$ cat src/rtl/rgb_fade_pkg.sv
package rgb_fade_pkg;

   parameter int unsigned RGB_DW = 8;

   localparam logic [RGB_DW-1:0] RGB_MAX = '1;
   localparam logic [RGB_DW-1:0] RGB_ZERO = '0;

   typedef struct packed {
      logic [RGB_DW-1:0] r;
      logic [RGB_DW-1:0] g;
      logic [RGB_DW-1:0] b;
   } rgb_t;

   typedef enum logic [1:0] {
      MODE_FADE  = 2'd0,
      MODE_SOLID = 2'd1,
      MODE_SPLIT = 2'd2,
      MODE_OFF   = 2'd3
   } rgb_mode_e;

   typedef enum logic [1:0] {
      PH_RG = 2'd0,
      PH_GB = 2'd1,
      PH_BR = 2'd2
   } fade_phase_e;

   localparam rgb_t COLOR_RED   = '{r: RGB_MAX,  g: RGB_ZERO, b: RGB_ZERO};
   localparam rgb_t COLOR_GREEN = '{r: RGB_ZERO, g: RGB_MAX,  b: RGB_ZERO};
   localparam rgb_t COLOR_BLUE  = '{r: RGB_ZERO, g: RGB_ZERO, b: RGB_MAX};
   localparam rgb_t COLOR_DARK  = '{r: RGB_ZERO, g: RGB_ZERO, b: RGB_ZERO};

endpackage

$ cat src/rtl/rgb_step_tick.sv
module rgb_step_tick #(
   parameter int unsigned DIV = 400000
) (
   input  logic clk,
   input  logic rst_n,
   output logic tick
);

   localparam int unsigned CW = (DIV > 1) ? $clog2(DIV) : 1;
   localparam logic [CW-1:0] LAST = CW'(DIV - 1);

   if (DIV < 1) begin : g_bad_div
      $error("rgb_step_tick: DIV must be at least 1");
   end

   if (DIV == 1) begin : g_every_cycle
      assign tick = 1'b1;
   end else begin : g_counted
      logic [CW-1:0] cnt_q;

      always_ff @(posedge clk) begin
         if (!rst_n) begin
            cnt_q <= '0;
         end else if (cnt_q == LAST) begin
            cnt_q <= '0;
         end else begin
            cnt_q <= cnt_q + 1'b1;
         end
      end

      assign tick = (cnt_q == LAST);


      tick_gap_chk: assert property (@(posedge clk) disable iff (!rst_n)
         tick |=> !tick);
   end

endmodule

$ cat src/rtl/rgb_hue_fader.sv
module rgb_hue_fader
   import rgb_fade_pkg::*;
(
   input  logic clk,
   input  logic rst_n,
   input  logic step,
   output rgb_t color
);

   localparam logic [RGB_DW-1:0] NEAR_TOP = RGB_MAX - 1'b1;

   rgb_t        col_q;
   fade_phase_e ph_q;

   always_ff @(posedge clk) begin
      if (!rst_n) begin
         col_q <= COLOR_RED;
         ph_q  <= PH_RG;
      end else if (step) begin
         case (ph_q)
            PH_RG: begin
               col_q.r <= col_q.r - 1'b1;
               col_q.g <= col_q.g + 1'b1;
               if (col_q.g == NEAR_TOP) ph_q <= PH_GB;
            end
            PH_GB: begin
               col_q.g <= col_q.g - 1'b1;
               col_q.b <= col_q.b + 1'b1;
               if (col_q.b == NEAR_TOP) ph_q <= PH_BR;
            end
            PH_BR: begin
               col_q.b <= col_q.b - 1'b1;
               col_q.r <= col_q.r + 1'b1;
               if (col_q.r == NEAR_TOP) ph_q <= PH_RG;
            end
            default: begin
               col_q <= COLOR_RED;
               ph_q  <= PH_RG;
            end
         endcase
      end
   end

   assign color = col_q;


   sum_const_chk: assert property (@(posedge clk) disable iff (!rst_n)
      ({2'b00, col_q.r} + {2'b00, col_q.g} + {2'b00, col_q.b}) == {2'b00, RGB_MAX});


   hold_no_step_chk: assert property (@(posedge clk) disable iff (!rst_n)
      !step |=> $stable(col_q));

endmodule

$ cat src/rtl/rgb_pwm_bank.sv
module rgb_pwm_bank #(
   parameter int unsigned N_CH = 6,
   parameter int unsigned DW   = 8
) (
   input  logic               clk,
   input  logic               rst_n,
   input  logic [N_CH*DW-1:0] duty_flat,
   output logic [N_CH-1:0]    pwm
);

   if (DW < 2) begin : g_bad_dw
      $error("rgb_pwm_bank: DW must be at least 2");
   end
   if (N_CH < 1) begin : g_bad_n
      $error("rgb_pwm_bank: N_CH must be at least 1");
   end

   logic [DW-1:0] cnt_q;

   always_ff @(posedge clk) begin
      if (!rst_n) cnt_q <= '0;
      else        cnt_q <= cnt_q + 1'b1;
   end

   for (genvar i = 0; i < N_CH; i++) begin : g_ch
      logic [DW-1:0] duty_i;
      assign duty_i = duty_flat[i*DW +: DW];
      assign pwm[i] = (cnt_q < duty_i);


      zero_duty_dark_chk: assert property (@(posedge clk) disable iff (!rst_n)
         (duty_i == '0) |-> !pwm[i]);
   end

endmodule

$ cat src/rtl/rgb_fade_ctrl.sv
module rgb_fade_ctrl
   import rgb_fade_pkg::*;
#(
   parameter int unsigned STEP_DIV = 400000
) (
   input  logic        clk,
   input  logic        rst_n,
   input  logic        btn_left,
   input  logic        btn_center,
   input  logic        btn_right,
   input  logic        btn_down,
   output logic [2:0]  led0_pwm,
   output logic [2:0]  led1_pwm,
   output logic [23:0] duty0,
   output logic [23:0] duty1
);

   localparam int unsigned N_LED   = 2;
   localparam int unsigned N_CH    = N_LED * 3;
   localparam int unsigned WORD_W  = 3 * RGB_DW;

   if (WORD_W != 24) begin : g_bad_word
      $error("rgb_fade_ctrl: duty words require 8-bit channels");
   end

   logic      step;
   rgb_t      fade_c;
   rgb_t      solid_q;
   rgb_mode_e mode_q;
   rgb_t      c0, c1;
   logic [N_CH-1:0] pwm_all;

   rgb_step_tick #(.DIV(STEP_DIV)) u_tick (
      .clk   (clk),
      .rst_n (rst_n),
      .tick  (step)
   );

   rgb_hue_fader u_fader (
      .clk   (clk),
      .rst_n (rst_n),
      .step  (step),
      .color (fade_c)
   );

   // Down outranks left, left outranks center, center outranks right.
   always_ff @(posedge clk) begin
      if (!rst_n) begin
         mode_q  <= MODE_FADE;
         solid_q <= COLOR_RED;
      end else if (btn_down) begin
         case (mode_q)
            MODE_SOLID: mode_q <= MODE_FADE;
            MODE_FADE:  mode_q <= MODE_SPLIT;
            MODE_SPLIT: mode_q <= MODE_OFF;
            default:    mode_q <= MODE_FADE;
         endcase
      end else if (btn_left) begin
         mode_q  <= MODE_SOLID;
         solid_q <= COLOR_RED;
      end else if (btn_center) begin
         mode_q  <= MODE_SOLID;
         solid_q <= COLOR_GREEN;
      end else if (btn_right) begin
         mode_q  <= MODE_SOLID;
         solid_q <= COLOR_BLUE;
      end
   end

   always_comb begin
      case (mode_q)
         MODE_FADE: begin
            c0 = fade_c;
            c1 = fade_c;
         end
         MODE_SOLID: begin
            c0 = solid_q;
            c1 = solid_q;
         end
         MODE_SPLIT: begin
            c0 = fade_c;
            c1 = solid_q;
         end
         default: begin
            c0 = COLOR_DARK;
            c1 = COLOR_DARK;
         end
      endcase
   end

   rgb_pwm_bank #(.N_CH(N_CH), .DW(RGB_DW)) u_pwm (
      .clk       (clk),
      .rst_n     (rst_n),
      .duty_flat ({c0, c1}),
      .pwm       (pwm_all)
   );

   assign led0_pwm = pwm_all[5:3];
   assign led1_pwm = pwm_all[2:0];
   assign duty0    = c0;
   assign duty1    = c1;


   forced_same_chk: assert property (@(posedge clk) disable iff (!rst_n)
      (!btn_down && (btn_left || btn_center || btn_right)) |=> (mode_q == MODE_SOLID && duty0 == duty1));


   down_wins_chk: assert property (@(posedge clk) disable iff (!rst_n)
      btn_down |=> (mode_q != MODE_SOLID));


   off_to_fade_chk: assert property (@(posedge clk) disable iff (!rst_n)
      (btn_down && mode_q == MODE_OFF) |=> (mode_q == MODE_FADE));


   off_dark_chk: assert property (@(posedge clk) disable iff (!rst_n)
      (mode_q == MODE_OFF) |-> (led0_pwm == 3'b000 && led1_pwm == 3'b000));


   split_hold_chk: assert property (@(posedge clk) disable iff (!rst_n)
      (mode_q == MODE_SPLIT && !btn_down && !btn_left && !btn_center && !btn_right) |=> $stable(duty1));

endmodule

$ cat config.mk
export PLATFORM = sky130hd
export DESIGN_NAME = rgb_fade_ctrl
export DESIGN_NICKNAME = d
export VERILOG_FILES = /design/src/rtl/rgb_fade_pkg.sv /design/src/rtl/rgb_step_tick.sv /design/src/rtl/rgb_hue_fader.sv /design/src/rtl/rgb_pwm_bank.sv /design/src/rtl/rgb_fade_ctrl.sv
export SDC_FILE = /design/constraint.sdc
export NUM_CORES = 1
export LEC_CHECK = 0
export BUFFER_PORTS_ARGS = -buffer_cell sky130_fd_sc_hd__buf_2
export CAP_MARGIN = 20
export CORE_MARGIN = 10
export CORE_UTILIZATION = 35
export CTS_CLUSTER_SIZE = 28
export DETAILED_ROUTE_END_ITERATION = 8
export GPL_TIMING_DRIVEN = 0
export PLACE_DENSITY = 0.62
export SKIP_LAST_GASP = 1
export SYNTH_ARGS = -nofsm -noshare
export SYNTH_HDL_FRONTEND = slang
export SYNTH_SLANG_ARGS = --single-unit
$ cat constraint.sdc
create_clock -name clk -period 5.73 [get_ports clk]
set_clock_uncertainty 0.05 [all_clocks]
set_input_delay 1.146 -clock clk [delete_from_list [all_inputs] [get_ports clk]]
set_output_delay 1.146 -clock clk [all_outputs]
set_load 0.01 [all_outputs]
---- Word level (Yosys, flattened, before mapping) ----
Cells that the tools add are included.
word-level totals
  bits of input ports ..................... 6
  output and inout bits ................... 54
  register bits after elaboration ......... 79
operators by class
  reduce and logical (&&, ||, !) cells .... 12
  bitwise gates (word level) .............. 5
  equal/unequal tests ..................... 11
  magnitude comparators ................... 6
  mux-type cells .......................... 17
  add/subtract/negate cells ............... 8
operators with widths
  cell                                                                      number
  24-bit one-hot mux with 2 select lines                                    2
  24-bit two-way mux                                                        3
  8-bit one-hot mux with 3 select lines                                     3
  8-bit < comparator                                                        6
  8-bit by 1-bit adder with 8-bit output (second input constant)            4
  8-bit equality test (second input constant)                               3
  8-bit by 1-bit subtractor with 8-bit output (second input constant)       3
  19-bit by 1-bit adder with 19-bit output (second input constant)          1
  19-bit equality test (second input constant)                              1
  2-bit two-way mux                                                         7
  2-bit AND reduction                                                       4
  2-bit by 1-bit inequality test with 1-bit output (second input constant)  3
  2-bit one-hot mux with 3 select lines                                     1
  2-bit OR reduction                                                        3
  1-bit NOT                                                                 5
  2-bit by 1-bit equality test with 1-bit output (second input constant)    2
  2-bit equality test (second input constant)                               2
  2-bit logical NOT                                                         2
  2-bit one-hot mux with 2 select lines                                     1
  4-bit AND reduction                                                       1
  4-bit nonzero test                                                        1
  3-bit nonzero test                                                        1

---- Depth between registers and ports, before layout ----
  word-level depth ........................ 4
  mapped depth ............................ 12

---- Cells and area by module ----
Synthesis repeated with hierarchy kept, for this count alone.
second synthesis, totals
  cells, all modules ...................... 710
  area, all modules ....................... 5353.9 um^2
by module, submodules not included
  module         times used  area an instance (um^2)  cells each  sequential area each (um^2)
  rgb_hue_fader  1           2293.4                   303         520.5
  rgb_pwm_bank   1           1357.6                   164         160.2
  rgb_step_tick  1           892.1                    100         380.4
  rgb_fade_ctrl  1           810.8                    143         100.1

---- Worst setup path after synthesis ----
No wires, ideal clock.
  path kind ............................... reg-to-output
  start ................................... reg mode_q[0]
  end ..................................... out led1_pwm[1]
  data required time ...................... 4534 ps
  arrival time ............................ 2850 ps
  slack ................................... 1684 ps
  path buffers ............................ 3
  cell stages (with the launch flop) ...... 13
  cells stage by stage .................... dfxtp_1 -> inv_1 -> clkbuf_1 -> ha_1 -> clkbuf_1 -> clkbuf_1 -> nand2_1 -> a21o_1 -> ha_1 -> a21o_1 -> a21o_1 -> a221o_1 -> a31oi_1
between the ends
  word-level cells in the longest chain between the ends .. 4
  elaborated cells on any way between the ends .. 6
RTL lines
  element                                                                                RTL line             RTL
  start: declaration                                                                     rgb_fade_ctrl.sv:29  rgb_mode_e mode_q;
  start signal: assignment                                                               rgb_fade_ctrl.sv:49  mode_q <= MODE_FADE;
  start signal: assignment                                                               rgb_fade_ctrl.sv:53  MODE_SOLID: mode_q <= MODE_FADE;
  start signal: assignment                                                               rgb_fade_ctrl.sv:54  MODE_FADE: mode_q <= MODE_SPLIT;
  2-bit equality test or 2-bit by 1-bit equality test with 1-bit output (tied branches)  rgb_fade_ctrl.sv:71  case (mode_q)
  2-bit OR reduction (no line)                                                           n/a
  24-bit one-hot mux with 2 select lines (*)                                             rgb_fade_ctrl.sv:71
  8-bit < comparator (*)                                                                 rgb_pwm_bank.sv:28   assign pwm[i] = (cnt_q < duty_i);
  end: declaration                                                                       rgb_fade_ctrl.sv:13  output logic [2:0] led1_pwm,
Every way passes the cells marked *; elsewhere a longest branch is shown, timed or not.

---- Final worst setup path ----
  start ................................... reg mode_q[0]
  end ..................................... out led1_pwm[0]
The elaborated chain is that of the path after synthesis.

==> flow_summary_export.csv <==
group,metric,value,unit
sta,drv_slew,0,
finish,design.final.nets,794,
clock_network,post-cts-setup-buffer-count,0,
floorplan,floorplan.die_area,20130,µm²
route,drtAntennaViolNets,0,
route,drc,0,
synth,yosys-top-cells-area,"dfxtp_1 22%, ha_1 17%, a21o_1 9.0%",
synth,synth_fp_nets,724,
route,drt-pass1-iter-count,4,
route,detail_route.wirelength,13820,µm
global_route,grt_remaining_overflow,0,
global_route,grt_antenna_before_repair,0,
run,max_cap_violation_count,0,
placed_design,post-place-cells,889,
sta,maxSlewHeadroom,52.41,%
sta,worstMarginPinSlew,0.7083,ns
synth,synth_area,5199,µm²
synth,register_area_share_after_synthesis,22.33,%
route,drtIter0Drc,292,
finish,layout_commonest_cell,"nand2_1",
clock_network,cts-hold-fix-buffers,0,
route,avgRoutedWirePerCell,15.28,µm
setup_path,setup.worst_path.end_class,"primary output",
finish,finalInstanceArea,6070,µm²
clock_network,clock_pin_slew_on_the_worst_setup_and_hold_paths,0.05,ns
synth,synthDominantAreaCellType,"dfxtp_1",
floorplan,core_area,14530,µm²
global_route,grt_pass1_wl,22620,µm
clock_network,cts_made_buffers,9,
finish,final_cell_count_no_fill,905,
global_route,first_global_vias,4444,
global_route,grt_use_met3,2.236,%
min_path,hold_path_class,"reg -> reg",
finish,diodes,0,
clock_network,htreeDepth,3,
floorplan,std_cell_rows,44,
finish,flow.area_growth_from_synthesis,16.75,%
synth,post_synthesis_async_set_or_reset_flop_share,0,%
placed_design,dpl_cell_area,5724,µm²
synth,postSynth.topFlopCell,"dfxtp_1",
synth,syn-instance-count,646,
setup_path,cp_max_fo,11,
setup_path,cp-start-kind,"flop",
clock_network,clock_tree.buffer_depth,2,
finish,post_route_cells_drive_above_1_share,13.87,%
floorplan,dieWidth,141.9,µm
synth,synth-seq-cells,58,
sta,timing_hold_violations_final,0,
route,num_vias,4718,
setup_path,critical_path.max_stage_delay,0.47,ns
global_route,grt_use_met2,20.35,%
sta,fmaxAchievable,0.1953,GHz
setup_path,cp_cell_sequence,"inv_1 -> clkbuf_1 -> ha_1 -> clkbuf_1 -> clkbuf_1 -> nand2_1 -> a21o_1 -> ha_1 -> a21o_1 -> a21o_1 -> a221o_1 -> a31oi_1 -> buf_2",
sta,min_period_over_period,89.37,%
setup_path,critical_path.startpoint,"mode_q[0]",
finish,layout.filler_cells,1519,
global_route,grt.busiest_layer,"met2",
finish,utilization,41.76,%
global_route,global_route.usage.total,13.54,%
sta,rsz0062_at_grt,"no",
sta,finalSetupViolations,0,
route,via_cell_ratio,5.213,
setup_path,critical_path.slowest_cell,"clkbuf_1",
floorplan,floorplan.initialDensity,35.77,%
placed_design,detailedPlacementHpwl,10860,µm
power_and_ir_drop,power.leakage,0.003153,µW
finish,final_cell_mix,"74 x nand2_1, 69 x ha_1, 62 x a21o_1",
sta,final.setup.tns,0,ns
clock_network,clock_tree.root_cell,"clkbuf_16",
global_route,grt_use_met1,19.03,%
status,run_status,"finished clean",
setup_path,timing.critical_path.required,4.53,ns
clock_network,cts.repair.resized,0,
synth,synth_warnings,0,
min_path,hold_path.startpoint,"u_tick.g_counted.cnt_q[0]",
setup_path,rr_startpoint,"u_fader.ph_q[0]",
setup_path,worst_ep_arrival_time,3.93,ns
setup_path,path_class,"reg -> out",
global_route,grt_start_max_net_pins,12,
floorplan,top_level_ports,60,
synth,number_of_flops_mapped_to_enable_cells_by_yosys,0,
clock_network,clock_insertion_delay_worst_skew,0.33,ns
placed_design,routabilityCongestion,0.8608,
power_and_ir_drop,ir_drop,0.1799,mV
power_and_ir_drop,powerDensity,201.9,nW/µm²
clock_network,cts_tree,"yes",
synth,synth.distinct_cells,72,
clock_network,cts_num_sinks,58,
sta,final.hold.worst_slack,0.4168,ns
floorplan,die_height,141.9,µm
sta,fin_crit,5.121,ns
placed_design,place.port_buffers,59,
synth,synth_top_area_share,22.33,%
synth,synth_area_per_cell,8.048,µm²
==> kinds of logic (layout without fill, tap and decap cells) <==
logic type      count (synthesis)  in the layout  share of synthesized area [%]
compound gates                169            169                          23.35
mux                             2              2                         0.4091
xor+xnor                       36             36                          6.065
buf+inv                        86            161                          6.931
simple gates                  223            223                          23.15
flops                          58             58                          22.33
fa+ha+maj                      72             72                          17.76
==> routing by layer <==
layer,vias to the layer above,part of all wire [%]
li1,2447,-
met1,2176,49
met2,84,45
met3,11,5.0
met4,0,1.4
met5,-,0
==> cell type report <==
type	count	area, µm²	area share [%]
plain buffers	26	135.1	2.226
clock buffers	12	246.5	4.061
clock inverters	4	98.84	1.629
inverters	60	225.2	3.711
multi-input cells	502	3677	60.59
flip-flops and latches	58	1161	19.13
well taps	184	230.2	3.793
repair buffers	59	295.3	4.865
==> synth_stat cells (9+ instances only) <==
master and count:
a21boi_0 15, nand3_1 24, dfxtp_1 58, a21o_1 62
a21oi_1 17, and2_1 10, ha_1 69, clkbuf_1 18
o21ai_0 22, xor2_1 16, inv_1 60, and3_1 9
xnor2_1 20, nand2_1 74, nor2_1 37, nor3_1 9
==> path summary, 6_finish.rpt <==
check,end,slack [ns],cells after the start
worst min register to register,u_tick.g_counted.cnt_q[0],0.42,1
worst max-delay path,led1_pwm[0],0.61,13
worst max register to register,u_fader.color[23],2.75,10
worst min-delay path,u_tick.g_counted.cnt_q[0],0.42,1
==> worst max-delay path: cells and delay by family (launching register included) <==
kind	cells	cell delay, ns
fa+ha+maj	2	0.55
flops	1	0.37
compound gates	5	1.03
simple gates	1	0.11
buf+inv	5	1.53
==> flip-flops by register name, indices dropped and copies added (netlist names) <==
register	count
mode_q	2
solid_q	3
u_fader.color	24
u_fader.ph_q	2
u_pwm.cnt_q	8
u_tick.g_counted.cnt_q	19
==> stage by stage <==
step	total power [µW]	worst slack [ns]
global route	1275	0.3934
finish	1225	0.6090
floorplan	542.0	1.684
global placement	606.5	1.018
CTS	1237	0.6472
detailed placement	606.8	1.029
==> power by group <==
| group | internal (µW) | switching (µW) |
|---|---|---|
| Sequential | 411 | 13.4 |
| Clock | 437 | 190 |
| Combinational | 72.3 | 102 |
(Power assumes the default switching activity.)
